==> src/rtl/dsp_fu_pkg.sv <==
package dsp_fu_pkg;
  parameter int DW        = 16;
  parameter int AW        = 40;
  parameter int NACC      = 4;
  parameter int SELW      = $clog2(NACC);
  parameter int CFG_DEPTH = 32;
  parameter int CAW       = $clog2(CFG_DEPTH);
  parameter int SHW       = 6;

  typedef enum logic [2:0] {
    OP_NOP = 3'd0, OP_ADD = 3'd1, OP_SUB = 3'd2, OP_MPY = 3'd3,
    OP_MAC = 3'd4, OP_SHF = 3'd5, OP_NRM = 3'd6, OP_DST = 3'd7
  } op_e;

  typedef enum logic [1:0] {
    MV_NONE = 2'd0, MV_INT = 2'd1, MV_NBR = 2'd2, MV_OUT = 2'd3
  } mv_e;

  typedef struct packed {
    op_e                   op;
    logic [SELW-1:0]       dst;
    logic [SELW-1:0]       src;
    logic signed [SHW-1:0] sh;
    mv_e                   mv;
    logic [SELW-1:0]       msrc;
    logic [SELW-1:0]       mdst;
  } uinstr_t;

  localparam int UW = $bits(uinstr_t);

  // sign-extend a DW+1 bit value to accumulator width
  function automatic logic [AW-1:0] sext_wide(input logic [DW:0] v);
    return {{(AW-DW-1){v[DW]}}, v};
  endfunction

  // sign-extend a product to accumulator width
  function automatic logic [AW-1:0] sext_prod(input logic [2*DW-1:0] v);
    return {{(AW-2*DW){v[2*DW-1]}}, v};
  endfunction

  // upper word of the low 2*DW bits, clamped when the value exceeds 2*DW signed bits
  function automatic logic [DW-1:0] out_sat(input logic [AW-1:0] v);
    logic [AW-2*DW:0] hi;
    logic             fits;
    hi   = v[AW-1:2*DW-1];
    fits = (&hi) | ~(|hi);
    if (fits) return v[2*DW-1:DW];
    else if (v[AW-1]) return {1'b1, {(DW-1){1'b0}}};
    else return {1'b0, {(DW-1){1'b1}}};
  endfunction

  // redundant sign bits: leading zeros of (v xor sign) below the MSB
  function automatic logic [AW-1:0] nrm_count(input logic [AW-1:0] v);
    logic [AW-2:0] d;
    logic          done;
    logic [AW-1:0] n;
    d    = v[AW-2:0] ^ {(AW-1){v[AW-1]}};
    done = 1'b0;
    n    = '0;
    for (int i = AW-2; i >= 0; i--) begin
      if (!done) begin
        if (d[i]) done = 1'b1;
        else n = n + 1'b1;
      end
    end
    return n;
  endfunction

  // signed shift: positive left, negative arithmetic right
  function automatic logic [AW-1:0] shift_acc(input logic [AW-1:0] v,
                                              input logic [SHW-1:0] sh);
    logic [SHW-1:0]       mag;
    logic signed [AW-1:0] s;
    s   = v;
    mag = sh[SHW-1] ? (~sh + 1'b1) : sh;
    if (sh[SHW-1]) return s >>> mag;
    else return v << mag;
  endfunction

  function automatic logic [AW-1:0] pick_acc(input logic [NACC*AW-1:0] flat,
                                             input logic [SELW-1:0] sel);
    return flat[sel*AW +: AW];
  endfunction
endpackage

==> src/rtl/dsp_fu_cfgmem.sv <==
module dsp_fu_cfgmem #(
  parameter int DEPTH = 32,
  parameter int W     = 19
) (
  input  logic                     clk,
  input  logic                     rst_n,
  input  logic                     we,
  input  logic [$clog2(DEPTH)-1:0] waddr,
  input  logic [W-1:0]             wdata,
  input  logic [$clog2(DEPTH)-1:0] raddr,
  output logic [W-1:0]             rdata
);
  logic [W-1:0] mem [DEPTH];

  always_ff @(posedge clk or negedge rst_n) begin
    if (!rst_n) begin
      for (int i = 0; i < DEPTH; i++) mem[i] <= '0;
    end else if (we) begin
      mem[waddr] <= wdata;
    end
  end

  assign rdata = mem[raddr];
endmodule

==> src/rtl/dsp_fu_alu.sv <==
module dsp_fu_alu
  import dsp_fu_pkg::*;
(
  input  op_e                   op,
  input  logic [DW-1:0]         a,
  input  logic [DW-1:0]         b,
  input  logic [AW-1:0]         acc_d,
  input  logic [AW-1:0]         acc_s,
  input  logic [SHW-1:0]        sh,
  output logic [AW-1:0]         res
);
  logic signed [DW:0]     sum, dif, mag;
  logic signed [2*DW-1:0] prod;

  always_comb begin
    sum  = {a[DW-1], a} + {b[DW-1], b};
    dif  = {a[DW-1], a} - {b[DW-1], b};
    mag  = dif[DW] ? -dif : dif;
    prod = $signed(a) * $signed(b);
    unique case (op)
      OP_ADD:  res = sext_wide(sum);
      OP_SUB:  res = sext_wide(dif);
      OP_DST:  res = sext_wide(mag);
      OP_MPY:  res = sext_prod(prod);
      OP_MAC:  res = acc_d + sext_prod(prod);
      OP_SHF:  res = shift_acc(acc_s, sh);
      OP_NRM:  res = nrm_count(acc_s);
      default: res = '0;
    endcase
  end
endmodule

==> src/rtl/dsp_fu_accbank.sv <==
module dsp_fu_accbank
  import dsp_fu_pkg::*;
(
  input  logic                 clk,
  input  logic                 rst_n,
  input  logic                 cmp_we,
  input  logic [SELW-1:0]      cmp_sel,
  input  logic [AW-1:0]        cmp_data,
  input  logic                 mv_we,
  input  logic [SELW-1:0]      mv_sel,
  input  logic [AW-1:0]        mv_data,
  input  logic                 nb_we,
  input  logic [SELW-1:0]      nb_sel,
  input  logic [AW-1:0]        nb_data,
  output logic [NACC*AW-1:0]   acc_flat
);
  for (genvar k = 0; k < NACC; k++) begin : g_acc
    logic [AW-1:0] q;
    always_ff @(posedge clk or negedge rst_n) begin
      if (!rst_n) q <= '0;
      else if (cmp_we && cmp_sel == SELW'(k)) q <= cmp_data;
      else if (mv_we && mv_sel == SELW'(k))   q <= mv_data;
      else if (nb_we && nb_sel == SELW'(k))   q <= nb_data;
    end
    assign acc_flat[k*AW +: AW] = q;
  end
endmodule

==> src/rtl/dsp_fu.sv <==
module dsp_fu
  import dsp_fu_pkg::*;
(
  input  logic            clk,
  input  logic            rst_n,
  input  logic            ins_en,
  input  logic            ins_wb,
  input  logic [CAW-1:0]  ins_addr,
  input  logic [DW-1:0]   opnd_a,
  input  logic [DW-1:0]   opnd_b,
  input  logic            cfg_we,
  input  logic [CAW-1:0]  cfg_addr,
  input  logic [UW-1:0]   cfg_wdata,
  input  logic            nb_in_valid,
  input  logic [SELW-1:0] nb_in_sel,
  input  logic [AW-1:0]   nb_in_data,
  output logic            nb_out_valid,
  output logic [SELW-1:0] nb_out_sel,
  output logic [AW-1:0]   nb_out_data,
  output logic            out_we,
  output logic [DW-1:0]   out_data
);
  logic [UW-1:0]      cfg_rdata;
  uinstr_t            ui;
  logic [NACC*AW-1:0] acc_flat;
  logic [AW-1:0]      acc_dst, acc_src, acc_mv;
  logic [AW-1:0]      cmp_data;
  logic               cmp_we, mv_int_we, op_is_nrm;
  logic [SELW-1:0]    cmp_sel, mv_sel;

  dsp_fu_cfgmem #(.DEPTH(CFG_DEPTH), .W(UW)) i_cfg (
    .clk(clk), .rst_n(rst_n), .we(cfg_we), .waddr(cfg_addr),
    .wdata(cfg_wdata), .raddr(ins_addr), .rdata(cfg_rdata)
  );

  assign ui      = uinstr_t'(cfg_rdata);
  assign acc_dst = pick_acc(acc_flat, ui.dst);
  assign acc_src = pick_acc(acc_flat, ui.src);
  assign acc_mv  = pick_acc(acc_flat, ui.msrc);

  dsp_fu_alu i_alu (
    .op(ui.op), .a(opnd_a), .b(opnd_b), .acc_d(acc_dst),
    .acc_s(acc_src), .sh(ui.sh), .res(cmp_data)
  );

  // named internal events
  assign cmp_we    = ins_en & ins_wb & (ui.op != OP_NOP);
  assign cmp_sel   = ui.dst;
  assign mv_int_we = ins_en & (ui.mv == MV_INT);
  assign mv_sel    = ui.mdst;
  assign op_is_nrm = ins_en & (ui.op == OP_NRM);

  dsp_fu_accbank i_acc (
    .clk(clk), .rst_n(rst_n),
    .cmp_we(cmp_we), .cmp_sel(cmp_sel), .cmp_data(cmp_data),
    .mv_we(mv_int_we), .mv_sel(mv_sel), .mv_data(acc_mv),
    .nb_we(nb_in_valid), .nb_sel(nb_in_sel), .nb_data(nb_in_data),
    .acc_flat(acc_flat)
  );

  always_ff @(posedge clk or negedge rst_n) begin
    if (!rst_n) begin
      nb_out_valid <= 1'b0;
      nb_out_sel   <= '0;
      nb_out_data  <= '0;
      out_we       <= 1'b0;
      out_data     <= '0;
    end else begin
      nb_out_valid <= ins_en & (ui.mv == MV_NBR);
      nb_out_sel   <= ui.mdst;
      nb_out_data  <= acc_mv;
      out_we       <= ins_en & (ui.mv == MV_OUT);
      out_data     <= out_sat(acc_mv);
    end
  end
endmodule

==> config.mk <==
export PLATFORM = sky130hd
export DESIGN_NAME = dsp_fu
export DESIGN_NICKNAME = d
export VERILOG_FILES = /design/src/rtl/dsp_fu_pkg.sv /design/src/rtl/dsp_fu_cfgmem.sv /design/src/rtl/dsp_fu_alu.sv /design/src/rtl/dsp_fu_accbank.sv /design/src/rtl/dsp_fu.sv
export SDC_FILE = /design/constraint.sdc
export NUM_CORES = 2
export LEC_CHECK = 0
export ABC_CLOCK_PERIOD_IN_PS = 80300
export BUFFER_PORTS_ARGS = -buffer_cell sky130_fd_sc_hd__buf_2
export CAP_MARGIN = 40
export CORE_ASPECT_RATIO = 1.1
export CORE_MARGIN = 2
export CORE_UTILIZATION = 35
export CTS_BUF_LIST = sky130_fd_sc_hd__clkbuf_16
export DETAILED_ROUTE_END_ITERATION = 8
export GPL_TIMING_DRIVEN = 0
export PLACE_DENSITY = 0.48
export SYNTH_ARGS = -nofsm -noshare
export SYNTH_HDL_FRONTEND = slang
export SYNTH_HIERARCHICAL = 1
export SYNTH_SLANG_ARGS = --single-unit
==> constraint.sdc <==
create_clock -name clk -period 80.3 [get_ports clk]
set_input_delay 4.015 -clock clk [delete_from_list [all_inputs] [get_ports clk]]
set_output_delay 4.015 -clock clk [all_outputs]
set_load 0.01 [all_outputs]
==> impl_metrics.yaml <==
sta:
  final-hold-violation-count: 0
  rsz0062_at_grt: "false"
  timing.fmax_ghz: 0.0277
  worst_pin_slew_ns: 1.00
  finalWorstPathRequiredPeriod_ns: 36.10
  holdWs_ns: 0.486
  final.setup_skew_ns: 0.0631
  report.final.setup_viol: 0
  total_negative_setup_slack_ns: 0
  max_slew_margin_pct: 33.1
  final_period_util_pct: 45.0
  slew_viol_final: 0
placement:
  hpwl_reported_at_the_end_of_detailed_placement_um: 205000
  count_of_input_and_output_buffers: 162
  place_congestion: 0.990
setup_path:
  startpoint_type: "primary input"
  reg2regPathDepth: 145
  crit_path_frequent_cell: "sky130_fd_sc_hd__ha_1"
  crit_fanout: 10
  critPathKind: "in2reg"
  cp_data_required_time_ns: 80.98
  crit_path_end_kind: "flop"
  timing.critical_path.slowest_cell_delay_ns: 0.74
  crit_slowest_cell: "sky130_fd_sc_hd__clkbuf_1"
  critPathArrivalTime_ns: 36.78
floorplan:
  die_height_um: 461
  coreArea_sq_mm: 0.188
  die_x_extent_um: 419
  floorplan.initialDensity_pct: 35.2
  total_die_area_sq_mm: 0.193
  pin_count: 169
  floorplan.rows: 167
finish:
  drive_gt1_share_pct: 18.7
  layout_commonest_cell: "sky130_fd_sc_hd__dfrtp_1"
  final_nets: 7459
  layout_area_overhead_pct: 11.9
  layout.cells.most_common_list: "828 x sky130_fd_sc_hd__dfrtp_1, 565 x sky130_fd_sc_hd__mux2_2, 525 x sky130_fd_sc_hd__nand2_1"
  multiInputGateArea_sq_mm: 0.0421
  fill_cells: 18900
  final-seq-area_sq_mm: 0.0207
clock_network:
  cts_resized: 0
  cts-root-to-sink-buffers: 3
  clock_sink_count: 828
  clock_tree_from_tritoncts: "yes"
  quantity_of_hold_fixing_buffers_added_after_cts: 0
  library_cell_used_as_clock_root_buffer: "sky130_fd_sc_hd__clkbuf_16"
  clk_pin_slew_worst_paths_ns: 0.06
  htreeDepth: 3
  worstSkewPairLatency_ns: 0.77
  cts_buffers: 101
  post-cts-setup-buffer-count: 0
status:
  outcome: "complete, no violations"
grt:
  grt_overflow: 0
  grt_antenna_before_repair: 28
  via_count_of_the_first_global_routing_pass: 55600
  global_route_wire_length_before_repair_um: 386000
  grt_use_total_pct: 27.1
  pin_count_of_the_biggest_net_entering_global_routing: 114
drt:
  detail_route.drc_violations: 0
  drt-vias-per-instance: 5.73
  drt-wirelength-per-cell_um: 27.7
  drt_first_pass_iters: 6
  route.vias.total: 54600
  antenna_violating_nets_post_route: 0
  first_iter_violations: 4460
  wl_um: 264000
yosys:
  synth_cells: 6586
  postSynthRegisterBits: 828
  syn-num-nets: 7152
  synth.avg_cell_area_sq_um: 10.1
  synth.yosys.warnings: 6
  synth_flop_cell: "sky130_fd_sc_hd__dfrtp_1"
  mappedNetlistArea_sq_mm: 0.0664
  synth.lib_cells_used.distinct: 116
  synth_sequential_area_ratio_pct: 31.2
  synth_enable_flop_cells: 0
  postSynth.asyncResetShare_pct: 100
min_path:
  min_delay_path_depth: 1
  hold_path_class: "reg2reg"
flow_run:
  drv_cap: 0
[cells by family after synthesis]
group | share of synthesized area, %
fa+ha+maj | 11.7
compound gates | 14.1
mux | 22.0
buf+inv | 5.36
flops | 31.2
simple gates | 11.5
xor+xnor | 4.13
[per-stage QoR]
stage	cells	area, sq um	util [%]	setup slack (ns)
2_1_floorplan	6586	66400	-	50.17
3_3_place_gp	9283	70400	37.3	43.06
3_5_place_dp	9325	71000	37.7	43.74
4_1_cts	9510	74300	39.4	44.36
5_1_grt	9511	74300	39.4	42.06
6_report	9522	74300	39.4	44.20
[critical path, delay by kind of cell]
kind            cells  cell delay, ns
compound gates     35            6.67
xor+xnor            4            1.02
fa+ha+maj          33           10.29
buf+inv            27            7.37
mux                18            3.73
simple gates       31            3.58
[area by class of cell]
class / count / area share [%]
clock inverter: 82 / 0.916
inverter: 380 / 1.92
timing repair buffer: 204 / 1.94
sequential: 828 / 27.9
antenna: 12 / 0.0404
multi-input combinational: 4892 / 56.7
clock buffer: 103 / 3.47
buffer: 486 / 2.88
tap: 2535 / 4.27
[worst paths after layout]
kind	start	end	slack, ns
max	ins_addr[1]	i_acc/g_acc[3].q[8]	44.20
min	i_cfg/mem[148]	i_cfg/mem[148]	0.49
max reg2reg	i_cfg/mem[468]	i_acc/g_acc[3].q[8]	48.34
min reg2reg	i_cfg/mem[148]	i_cfg/mem[148]	0.49
max in group asynchronous	rst_n	i_cfg/mem[267]	74.63
min in group asynchronous	rst_n	i_acc/g_acc[1].q[3]	3.20
[flip-flops by register name (all words and copies together) (netlist names)]
| signal | flops |
|---|---|
| out_we | 1 |
| i_acc/g_acc.q | 160 |
| i_cfg/mem | 608 |
| out_data | 16 |
| nb_out_data | 40 |
| nb_out_sel | 2 |
| nb_out_valid | 1 |
[Yosys cell counts (94+ instances only)]
library cell                 n  area share [%]
sky130_fd_sc_hd__dfrtp_1   828              31
sky130_fd_sc_hd__mux2_2    565             9.6
sky130_fd_sc_hd__nand2_1   525             3.0
sky130_fd_sc_hd__o21ai_0   472             3.6
sky130_fd_sc_hd__mux2i_1   459             6.9
sky130_fd_sc_hd__inv_1     377             2.1
sky130_fd_sc_hd__clkbuf_1  321             1.8
sky130_fd_sc_hd__nor2_1    316             1.8
sky130_fd_sc_hd__fa_1      265             8.0
sky130_fd_sc_hd__a21oi_1   216             1.6
sky130_fd_sc_hd__ha_1      192             3.6
sky130_fd_sc_hd__xnor2_1   154             2.0
sky130_fd_sc_hd__and2_1    142             1.3
sky130_fd_sc_hd__a221oi_1  138             1.8
sky130_fd_sc_hd__mux4_2    120             4.1
sky130_fd_sc_hd__nand3_1    94            0.71
[layer usage]
| layer | wire length, um | up-vias | global-route usage [%] |
|---|---|---|---|
| met3 | 17100 | 604 | 5.11 |
| li1 | - | 24200 | - |
| met4 | 16800 | 22 | 14.4 |
| met5 | 145 | - | 0 |
| met2 | 127000 | 2084 | 45.6 |
| met1 | 104000 | 27700 | 32.8 |
Power is left out: the tool's default activity adds up to more than one toggle a clock period on the data nets, which glitch-free logic cannot reach.
